<file path="src/rtl/prio_irq_pkg.sv">
package prio_irq_pkg;

    typedef enum logic [2:0] {
        HS_IDLE,
        HS_ASSERT,
        HS_PULSE1,
        HS_GAP,
        HS_PULSE2
    } hs_state_e;

    localparam logic [1:0] REG_MASK = 2'd0;
    localparam logic [1:0] REG_BASE = 2'd1;
    localparam logic [1:0] REG_EOS  = 2'd2;

endpackage

</file>
<file path="src/rtl/pic_edge_capture.sv">
module pic_edge_capture #(
    parameter int N_LINES = 8
) (
    input  logic               clk,
    input  logic               rst_n,
    input  logic [N_LINES-1:0] req_i,
    input  logic [N_LINES-1:0] clr_i,
    output logic [N_LINES-1:0] pend_o
);

    logic [N_LINES-1:0] req_q;

    always_ff @(posedge clk) begin
        if (!rst_n) req_q <= '0;
        else        req_q <= req_i;
    end

    for (genvar g = 0; g < N_LINES; g++) begin : g_line
        logic pend_q;
        always_ff @(posedge clk) begin
            if (!rst_n)                     pend_q <= 1'b0;
            else if (req_i[g] && !req_q[g]) pend_q <= 1'b1;
            else if (clr_i[g])              pend_q <= 1'b0;
        end
        assign pend_o[g] = pend_q;
    end

endmodule

</file>
<file path="src/rtl/pic_prio_resolve.sv">
module pic_prio_resolve #(
    parameter int N_LINES = 8,
    localparam int LINE_W = $clog2(N_LINES)
) (
    input  logic [N_LINES-1:0] pend_i,
    input  logic [N_LINES-1:0] mask_i,
    input  logic [N_LINES-1:0] isr_i,
    output logic               valid_o,
    output logic [LINE_W-1:0]  line_o
);

    logic [N_LINES-1:0] elig;
    logic               found;
    logic               blocked;

    assign elig = pend_i & ~mask_i;

    always_comb begin
        found  = 1'b0;
        line_o = '0;
        for (int i = N_LINES - 1; i >= 0; i--) begin
            if (elig[i]) begin
                found  = 1'b1;
                line_o = LINE_W'(i);
            end
        end
    end

    always_comb begin
        blocked = 1'b0;
        for (int i = 0; i < N_LINES; i++) begin
            if (isr_i[i] && (LINE_W'(i) <= line_o)) blocked = 1'b1;
        end
    end

    assign valid_o = found && !blocked;

endmodule

</file>
<file path="src/rtl/pic_regs.sv">
module pic_regs
    import prio_irq_pkg::*;
#(
    parameter int N_LINES  = 8,
    parameter int VEC_W    = 8,
    parameter int DEF_BASE = 32
) (
    input  logic               clk,
    input  logic               rst_n,
    input  logic               wr_i,
    input  logic [1:0]         addr_i,
    input  logic [VEC_W-1:0]   wdata_i,
    input  logic [N_LINES-1:0] isr_set_i,
    input  logic [N_LINES-1:0] isr_clr_i,
    output logic [N_LINES-1:0] mask_o,
    output logic [VEC_W-1:0]   base_o,
    output logic [N_LINES-1:0] isr_o
);

    logic [N_LINES-1:0] eos_bits;

    assign eos_bits = (wr_i && addr_i == REG_EOS) ? wdata_i[N_LINES-1:0] : '0;

    always_ff @(posedge clk) begin
        if (!rst_n) begin
            mask_o <= '0;
            base_o <= VEC_W'(DEF_BASE);
            isr_o  <= '0;
        end else begin
            if (wr_i && addr_i == REG_MASK) mask_o <= wdata_i[N_LINES-1:0];
            if (wr_i && addr_i == REG_BASE) base_o <= wdata_i;
            isr_o <= (isr_o & ~isr_clr_i & ~eos_bits) | isr_set_i;
        end
    end

endmodule

</file>
<file path="src/rtl/pic_hs_fsm.sv">
module pic_hs_fsm
    import prio_irq_pkg::*;
#(
    parameter int N_LINES = 8,
    parameter int VEC_W   = 8,
    localparam int LINE_W = $clog2(N_LINES)
) (
    input  logic               clk,
    input  logic               rst_n,
    input  logic               ack_i,
    input  logic [N_LINES-1:0] req_i,
    input  logic               win_valid_i,
    input  logic [LINE_W-1:0]  win_line_i,
    input  logic [VEC_W-1:0]   base_i,
    output logic               int_o,
    output logic [VEC_W-1:0]   vec_o,
    output logic [N_LINES-1:0] pend_clr_o,
    output logic [N_LINES-1:0] isr_set_o,
    output logic [N_LINES-1:0] isr_clr_o
);

    localparam logic [LINE_W-1:0] SPUR_LINE = LINE_W'(N_LINES - 1);

    hs_state_e         state_q, state_d;
    logic              ack_q;
    logic              ack_rise;
    logic [LINE_W-1:0] line_q;
    logic              spur_first_q;
    logic              spur_final_q;
    logic              spur_now;
    logic              take_first;
    logic              take_second;
    logic              sel_spur;
    logic              drive;

    assign ack_rise    = ack_i && !ack_q;
    assign spur_now    = spur_first_q || !req_i[line_q];
    assign take_first  = (state_q == HS_ASSERT) && ack_rise;
    assign take_second = (state_q == HS_GAP) && ack_rise;

    // State register and handshake bookkeeping
    always_ff @(posedge clk) begin
        if (!rst_n) begin
            state_q      <= HS_IDLE;
            ack_q        <= 1'b0;
            line_q       <= '0;
            spur_first_q <= 1'b0;
            spur_final_q <= 1'b0;
        end else begin
            state_q <= state_d;
            ack_q   <= ack_i;
            if (take_first) begin
                line_q       <= win_valid_i ? win_line_i : SPUR_LINE;
                spur_first_q <= !win_valid_i;
            end
            if (take_second) spur_final_q <= spur_now;
        end
    end

    always_comb begin
        state_d = state_q;
        unique case (state_q)
            HS_IDLE:   if (win_valid_i) state_d = HS_ASSERT;
            HS_ASSERT: if (ack_rise)    state_d = HS_PULSE1;
            HS_PULSE1: if (!ack_i)      state_d = HS_GAP;
            HS_GAP:    if (ack_rise)    state_d = HS_PULSE2;
            HS_PULSE2: if (!ack_i)      state_d = HS_IDLE;
            default:                    state_d = HS_IDLE;
        endcase
    end

    // Outputs
    always_comb begin
        int_o      = (state_q == HS_ASSERT);
        pend_clr_o = '0;
        isr_set_o  = '0;
        isr_clr_o  = '0;
        sel_spur   = 1'b0;
        drive      = 1'b0;
        if (take_first && win_valid_i) begin
            pend_clr_o[win_line_i] = 1'b1;
            isr_set_o[win_line_i]  = 1'b1;
        end
        if (take_second && spur_now && !spur_first_q) isr_clr_o[line_q] = 1'b1;
        if (ack_i && state_q == HS_GAP) begin
            drive    = 1'b1;
            sel_spur = spur_now;
        end else if (ack_i && state_q == HS_PULSE2) begin
            drive    = 1'b1;
            sel_spur = spur_final_q;
        end
        vec_o = drive ? base_i + VEC_W'(sel_spur ? SPUR_LINE : line_q) : '0;
    end

endmodule

</file>
<file path="src/rtl/prio_irq_ctrl.sv">
module prio_irq_ctrl #(
    parameter int N_LINES  = 8,
    parameter int VEC_W    = 8,
    parameter int DEF_BASE = 32
) (
    input  logic               clk,
    input  logic               rst_n,
    input  logic [N_LINES-1:0] irq_req,
    input  logic               irq_ack,
    input  logic               reg_wr,
    input  logic [1:0]         reg_addr,
    input  logic [VEC_W-1:0]   reg_wdata,
    output logic               irq_out,
    output logic [VEC_W-1:0]   vec_bus
);

    localparam int LINE_W = $clog2(N_LINES);

    logic [N_LINES-1:0] pend_w, pend_clr_w, mask_w, isr_w, isr_set_w, isr_clr_w;
    logic [VEC_W-1:0]   base_w;
    logic               win_valid_w;
    logic [LINE_W-1:0]  win_line_w;

    pic_edge_capture #(.N_LINES(N_LINES)) u_capture (
        .clk    (clk),
        .rst_n  (rst_n),
        .req_i  (irq_req),
        .clr_i  (pend_clr_w),
        .pend_o (pend_w)
    );

    pic_prio_resolve #(.N_LINES(N_LINES)) u_resolve (
        .pend_i  (pend_w),
        .mask_i  (mask_w),
        .isr_i   (isr_w),
        .valid_o (win_valid_w),
        .line_o  (win_line_w)
    );

    pic_regs #(.N_LINES(N_LINES), .VEC_W(VEC_W), .DEF_BASE(DEF_BASE)) u_regs (
        .clk       (clk),
        .rst_n     (rst_n),
        .wr_i      (reg_wr),
        .addr_i    (reg_addr),
        .wdata_i   (reg_wdata),
        .isr_set_i (isr_set_w),
        .isr_clr_i (isr_clr_w),
        .mask_o    (mask_w),
        .base_o    (base_w),
        .isr_o     (isr_w)
    );

    pic_hs_fsm #(.N_LINES(N_LINES), .VEC_W(VEC_W)) u_fsm (
        .clk         (clk),
        .rst_n       (rst_n),
        .ack_i       (irq_ack),
        .req_i       (irq_req),
        .win_valid_i (win_valid_w),
        .win_line_i  (win_line_w),
        .base_i      (base_w),
        .int_o       (irq_out),
        .vec_o       (vec_bus),
        .pend_clr_o  (pend_clr_w),
        .isr_set_o   (isr_set_w),
        .isr_clr_o   (isr_clr_w)
    );

endmodule

</file>
<file path="config.mk">
export PLATFORM = sky130hd
export DESIGN_NAME = prio_irq_ctrl
export DESIGN_NICKNAME = d
export VERILOG_FILES = /design/src/rtl/prio_irq_pkg.sv /design/src/rtl/pic_edge_capture.sv /design/src/rtl/pic_prio_resolve.sv /design/src/rtl/pic_regs.sv /design/src/rtl/pic_hs_fsm.sv /design/src/rtl/prio_irq_ctrl.sv
export SDC_FILE = /design/constraint.sdc
export NUM_CORES = 1
export LEC_CHECK = 0
export BUFFER_PORTS_ARGS = -buffer_cell sky130_fd_sc_hd__buf_2
export CAP_MARGIN = 10
export CORE_ASPECT_RATIO = 0.9
export CORE_MARGIN = 3
export CORE_UTILIZATION = 40
export CTS_BUF_LIST = sky130_fd_sc_hd__clkbuf_8
export DETAILED_ROUTE_END_ITERATION = 10
export GPL_TIMING_DRIVEN = 0
export PLACE_DENSITY = 0.66
export SYNTH_ARGS = -nofsm -noshare
export SYNTH_HDL_FRONTEND = slang
export SYNTH_HIERARCHICAL = 1
export SYNTH_SLANG_ARGS = --single-unit
</file>
<file path="constraint.sdc">
create_clock -name clk -period 7.1 [get_ports clk]
set_input_delay 0.71 -clock clk [delete_from_list [all_inputs] [get_ports clk]]
set_output_delay 0.71 -clock clk [all_outputs]
set_load 0.005 [all_outputs]
</file>
# Yosys cells after proc, flatten, opt, wreduce, memory -nomap -nowiden
# Index checks and enable logic that the tools add are counted.
# totals
wordCells	165
reg_bits	49
input_bits	22
# classes
addsub	1
n_mux	62
eq_ne	11
n_reduce_logical	55
n_bitwise	7
magnitude_cmp	12
# ops
op	n
two-way mux 3 bit	15
two-way mux 1 bit	39
two-way mux 8 bit	4
logical AND 1 bit	30
AND 8 bit	3
NOT 8 bit	3
nonzero test 2 bit	8
case mux 3 bit (5 select lines)	1
zero test 1 bit	13
<= comparator 3 bit, first input constant	4
adder 8 bit	1
< comparator 3 x 4 -> 1 bit, second input constant	2
OR 8 bit	1
demux 1 bit (select 3 bit)	2
equality test 3 x 2 -> 1 bit, second input constant	2
>= comparator 3 x 1 -> 1 bit, second input constant	2
<= comparator 1 x 3 -> 1 bit, first input constant	2
<= comparator 2 x 3 -> 1 bit, first input constant	2
!= test 2 x 1 -> 1 bit, second input constant	3
AND reduction 5 bit	1
!= test 2 bit, second input constant	2
binary-select mux 1 bit (select 3 bit)	1
equality test 3 x 1 -> 1 bit, second input constant	1
equality test 3 bit, second input constant	1
5 further kinds	5

# Logic depth before layout (Yosys ltp)
# depth
ltp_word	26
mapped_depth	12
ltp_nobuf	11

# By module
# Netlist, hierarchy kept.
# by_module_without_submodules
mod	area_per_inst_um2	cells_each	instances
pic_regs	985.9	97	1
pic_hs_fsm	970.9	122	1
pic_edge_capture	619.3	57	1
pic_prio_resolve	245.2	30	1

# Worst setup path before layout
# Ideal clock, no wire load.
# synth_path
kind	in2out
from	input irq_req[7]
to	output vec_bus[6]
path_slack_ns	3.671
path_buffers	0
path_stages	11
t_required_ns	6.390
arrival_time_ns	2.719
path_cell_list	mux2i_1 > o32ai_1 > o41ai_1 > or2_2 > ha_1 > inv_1 > fa_1 > nor2b_1 > o2111ai_1 > xor2_1 > nor2_1
# synth_between
elab_chain_cells	8
# synth_rtl
element	line_no	rtl
start, declared	prio_irq_ctrl.sv:8	input logic [N_LINES-1:0] irq_req,
binary-select mux 1 bit (select 3 bit)	pic_hs_fsm.sv:37	assign spur_now = spur_first_q || !req_i[line_q];
two-way mux 1 bit (not written as such)	pic_hs_fsm.sv:37	
zero test 1 bit	pic_hs_fsm.sv:37	
logical OR 1 bit	pic_hs_fsm.sv:37	
two-way mux 1 bit	pic_hs_fsm.sv:85	if (ack_i && state_q == HS_GAP) begin
two-way mux 3 bit	pic_hs_fsm.sv:92	vec_o = drive ? base_i + VEC_W'(sel_spur ? SPUR_LINE : line_q) : '0;
adder 8 bit	pic_hs_fsm.sv:92	
two-way mux 8 bit	pic_hs_fsm.sv:92	
end, declared	prio_irq_ctrl.sv:14	output logic [VEC_W-1:0] vec_bus
# No other way between the ends. The select of a mux whose other input is x is not followed.

# Worst setup path in the final report
# layout_path
from	register u_fsm.line_q[2]
to	output vec_bus[6]
# layout_between
elab_chain_cells	8
# layout_rtl
element	line_no	rtl
start, declared	pic_hs_fsm.sv:27	logic [LINE_W-1:0] line_q;
start signal, assigned	pic_hs_fsm.sv:53	line_q <= win_valid_i ? win_line_i : SPUR_LINE;
binary-select mux 1 bit (select 3 bit)	pic_hs_fsm.sv:37	
two-way mux 1 bit (not written as such)	pic_hs_fsm.sv:37	
zero test 1 bit	pic_hs_fsm.sv:37	
logical OR 1 bit	pic_hs_fsm.sv:37	
two-way mux 1 bit	pic_hs_fsm.sv:85	
two-way mux 3 bit (*)	pic_hs_fsm.sv:92	
adder 8 bit (*)	pic_hs_fsm.sv:92	
two-way mux 8 bit (*)	pic_hs_fsm.sv:92	
# Every way passes the cells marked *; elsewhere a longest branch is shown, timed or not. The select of a mux whose other input is x is not followed.

==> results by group <==
Run status
  • Status: finished clean

Place
  • Worst slack at placement: 3036 ps
  • Post-DP HPWL: 4.861 mm
  • Gpl congestion: 0.8373
  • IO buf count: 30

Worst hold path
  • Worst min path class: flip-flop to flip-flop

Power
  • Seq pwr share: 52.2%
  • Net Sw Power: 0.0001642 W
  • Combinational fraction of design power: 19.5%
  • Power per standard cell area: 180.9 mW/mm^2
  • Switching share of power: 28.62%
  • Cell-internal power: 0.0004095 W
  • Static Leak: 1.392 nW
  • Clk pwr share: 28.3%
  • Peak VDD IR: 0.00007244 V

STA
  • Minimum clock period: 4287 ps
  • Final TNS setup: 0 ps
  • # setup viols final: 0
  • Post-route clock period utilization: 60.38%
  • Final clock skew: 5.918 ps
  • Least-Margin Pin Slew: 694.5 ps
  • RSZ-0062 raised after global routing: false
  • Final hold viol count: 0
  • Slew Limit Fails: 0
  • PnR worst setup slack: 2813 ps
  • Maximum clock rate: 233.3 MHz
  • Max_slew headroom: 53.09%

Synthesis
  • Seq/Total Area, Yosys: 34.77%
  • Synth Area in XOR/XNOR: 1.552%
  • Area leader, netlist: dfxtp_1
  • Avg Cell Area, Syn: 9.220 sq um
  • Post-Syn Area: 0.002821 sq mm
  • Syn nets: 332
  • Syn Inst Count: 306
  • Post-synth EDFFs: 0
  • Yosys top cell area share: 34.77%
  • Post-synthesis async set-or-reset flop share: 0%
  • Ys Warns: 6
  • Simple-Gate Fraction of Synth Area: 33.26%
  • Yosys reg bits: 49
  • Mux contribution to synthesized area: 6.741%
  • Top_reg_cell synth: dfxtp_1
  • Netlist cell types: 57
  • Synth area leaders: dfxtp_1, nand2b_1, mux2i_1
  • Post-synthesis compound-gate area fraction: 14.10%
  • Largest family of logic cells by synthesized area: simple AND/OR/NAND/NOR gates
  • Post-Synth Adder-Cell Area: 2.040%

Setup path
  • Top delay family on crit path: compound AO/OA/AOI/OAI gates
  • Crit-path cells: clkbuf_1, mux2i_1, o32ai_1, o41ai_1, or2_2, ha_1, inv_1, fa_1, nor2b_1, o2111ai_1, xor2_1, nor2_1, buf_2
  • Crit path buf inv count: 3
  • Worst Path Arrival: 3580 ps
  • Worst R2R Setup Slack: 4360 ps
  • CP Capture Type: output port
  • Critical path peak fanout: 9
  • Startpoint types: flip-flop
  • Crit path largest cell delay: 710 ps
  • Worst Path Required: 6390 ps
  • WS Path Type: flip-flop to output port
  • Slowest-stage cell, CP: o41ai_1

Finish
  • Nets: 369
  • Ant diodes: 0
  • Area Growth Syn to Fin: 12.37%
  • Share of layout cells above drive strength 1: 29.36%

Floorplanning
  • Die width: 94.53 um
  • Core Area: 0.006691 sq mm
  • Die Y: 85.68 um
  • Die area: 0.008099 sq mm
  • IO Count: 31
  • Rows: 28
  • Initial Util: 42.17%

Route
  • Vias post-DR: 2,181
  • Post-DRT Antenna Nets: 0
  • Vias per cell: 5.025
  • TritonRoute pass-1 iters: 4
  • 1st-iter DRT viols: 113
  • Post-DR wirelength/cell: 14.55 um
  • DRC: 0
  • Post-Route WL: 6.316 mm

Job
  • Max_cap viols: 0

Clock tree
  • Post-CTS setup buffer count: 0
  • Clock slew at reported path FFs: 90 ps
  • CTS Buffer Depth: 2
  • Clk Latency, worst-skew pair: 310 ps
  • CTS tree: yes
  • Cts repair resizes: 0
  • Total number of H-tree levels: 2
  • Root Driver: clkbuf_8
  • CTS Hold Bufs: 0
  • CTS buffer count: 5
  • Sink Count: 49

GRT
  • Global-route wire length before repair: 10.08 mm
  • Grt total ovfl: 0
  • Largest net degree at the start of global routing: 21
  • Vias in the first global route: 2,009
  • Total GRT Usage: 16.27%
  • Antenna violations before repair: 0
-- worst paths after layout --
path                                                               from                                 endpoint  depth (start not counted)
worst max-delay path                       u_fsm/line_q[2]$_SDFFE_PN0P_                               vec_bus[6]                         13
worst min-delay path                      u_regs/base_o[2]$_SDFFE_PN0P_            u_regs/base_o[2]$_SDFFE_PN0P_                          2
worst max register to register  u_capture/g_line[0].pend_q$_SDFFE_PN0P_  u_capture/g_line[0].pend_q$_SDFFE_PN0P_                         11
worst min register to register            u_regs/base_o[2]$_SDFFE_PN0P_            u_regs/base_o[2]$_SDFFE_PN0P_                          2
-- worst min-delay path, cell delays in order, from the launching register on --
cell and delay [ps]:
dfxtp_1 320, nand2_1 50, mux2i_1 60
-- cells in the final DEF (no fill, tap or decap), drive strengths merged, types with 2 or more instances in the layout --
| cell type | count |
|---|---|
| and2 | 10 |
| o32ai | 2 |
| clkinv | 2 |
| a21oi | 3 |
| or2 | 3 |
| o221a | 9 |
| a211oi | 2 |
| nor3 | 11 |
| nand3b | 8 |
| and4b | 2 |
| or3 | 2 |
| o211a | 4 |
| xor2 | 5 |
| o211ai | 2 |
| a31oi | 2 |
| inv | 5 |
| nor3b | 8 |
| a21boi | 9 |
| ha | 3 |
| nand2b | 32 |
| nor4 | 3 |
| mux2i | 19 |
| clkbuf | 7 |
| nor2 | 20 |
| o21ai | 5 |
| nand2 | 28 |
| buf | 55 |
| dfxtp | 49 |
| nand4 | 2 |
| nor2b | 17 |
-- cells in the mapped netlist (3+ instances only) --
cell       n
and2_2     8
dfxtp_1   49
o221a_2    9
ha_1       3
o21ai_0    3
nand3b_1   7
a21boi_0   7
buf_6      3
nor3b_1    8
nor3_1     8
a21oi_1    3
nand2b_1  31
buf_4     17
xor2_1     5
nand2_1   28
buf_2      5
or2_2      3
nor2_1    20
nor2b_1   14
mux2i_1   19
nor3_2     3
inv_1      5
o211a_1    4
-- routing by layer --
metal | global-route usage, % | share of wire (%) | vias up
li1 | - | - | 1130
met3 | 3.947 | 4.6 | 7
met1 | 23.72 | 52 | 1003
met2 | 23.58 | 42 | 41
met4 | 5.111 | 1.2 | 0
met5 | 0 | 0 | -
-- cell families after synthesis --
kind of cell | Yosys count
adder cells (fa/ha/maj) | 4
XOR/XNOR | 5
AND/OR/NAND/NOR | 152
flip-flops | 49
AO/OA/AOI/OAI | 45
buffers and inverters | 32
multiplexers | 19
-- metrics by stage --
step / cells / total power (W) / hold WS, ps / util (%) / instance area (sq um)
final: 434 / 0.0005736 / 474.1 / 47.38 / 3171
after global routing: 434 / 0.0006033 / 503.8 / 47.38 / 3171
after CTS: 434 / 0.0005794 / 479.0 / 47.38 / 3171
after detailed placement: 426 / 0.0004172 / 463.6 / 46.09 / 3084
after global placement: 426 / 0.0004154 / 451.0 / 46.09 / 3084
after floorplan: 306 / 0.0003858 / 429.6 / - / 2821
-- flip-flops by register name, indices dropped and copies added, names as in the netlist --
signal                   flops
u_capture/g_line.pend_q      8
u_capture/req_q              8
u_regs/base_o                8
u_regs/isr_o                 8
u_regs/mask_o                8
u_fsm/line_q                 3
u_fsm/state_q                3
u_fsm/ack_q                  1
u_fsm/spur_final_q           1
u_fsm/spur_first_q           1
-- power by group through the flow --
| stage | registers (W) | clock network, W | logic (W) |
|---|---|---|---|
| 2_1_floorplan | 0.000303 | 0 | 0.0000833 |
| 3_3_place_gp | 0.000305 | 0 | 0.000110 |
| 3_5_place_dp | 0.000306 | 0 | 0.000112 |
| 4_1_cts | 0.000299 | 0.000168 | 0.000112 |
| 5_1_grt | 0.000301 | 0.000178 | 0.000124 |
| 6_report | 0.000299 | 0.000162 | 0.000112 |
-- cell type report --
cell class	instances	area, sq um
inverter	5	18.77
timing repair buffer	30	150.1
clock buffer	5	68.82
clock inverter	3	17.52
fill	689	3521
tap	90	112.6
multi-input combinational	225	1628
sequential	49	980.9
buffer	27	193.9
(Power assumes the default switching activity.)
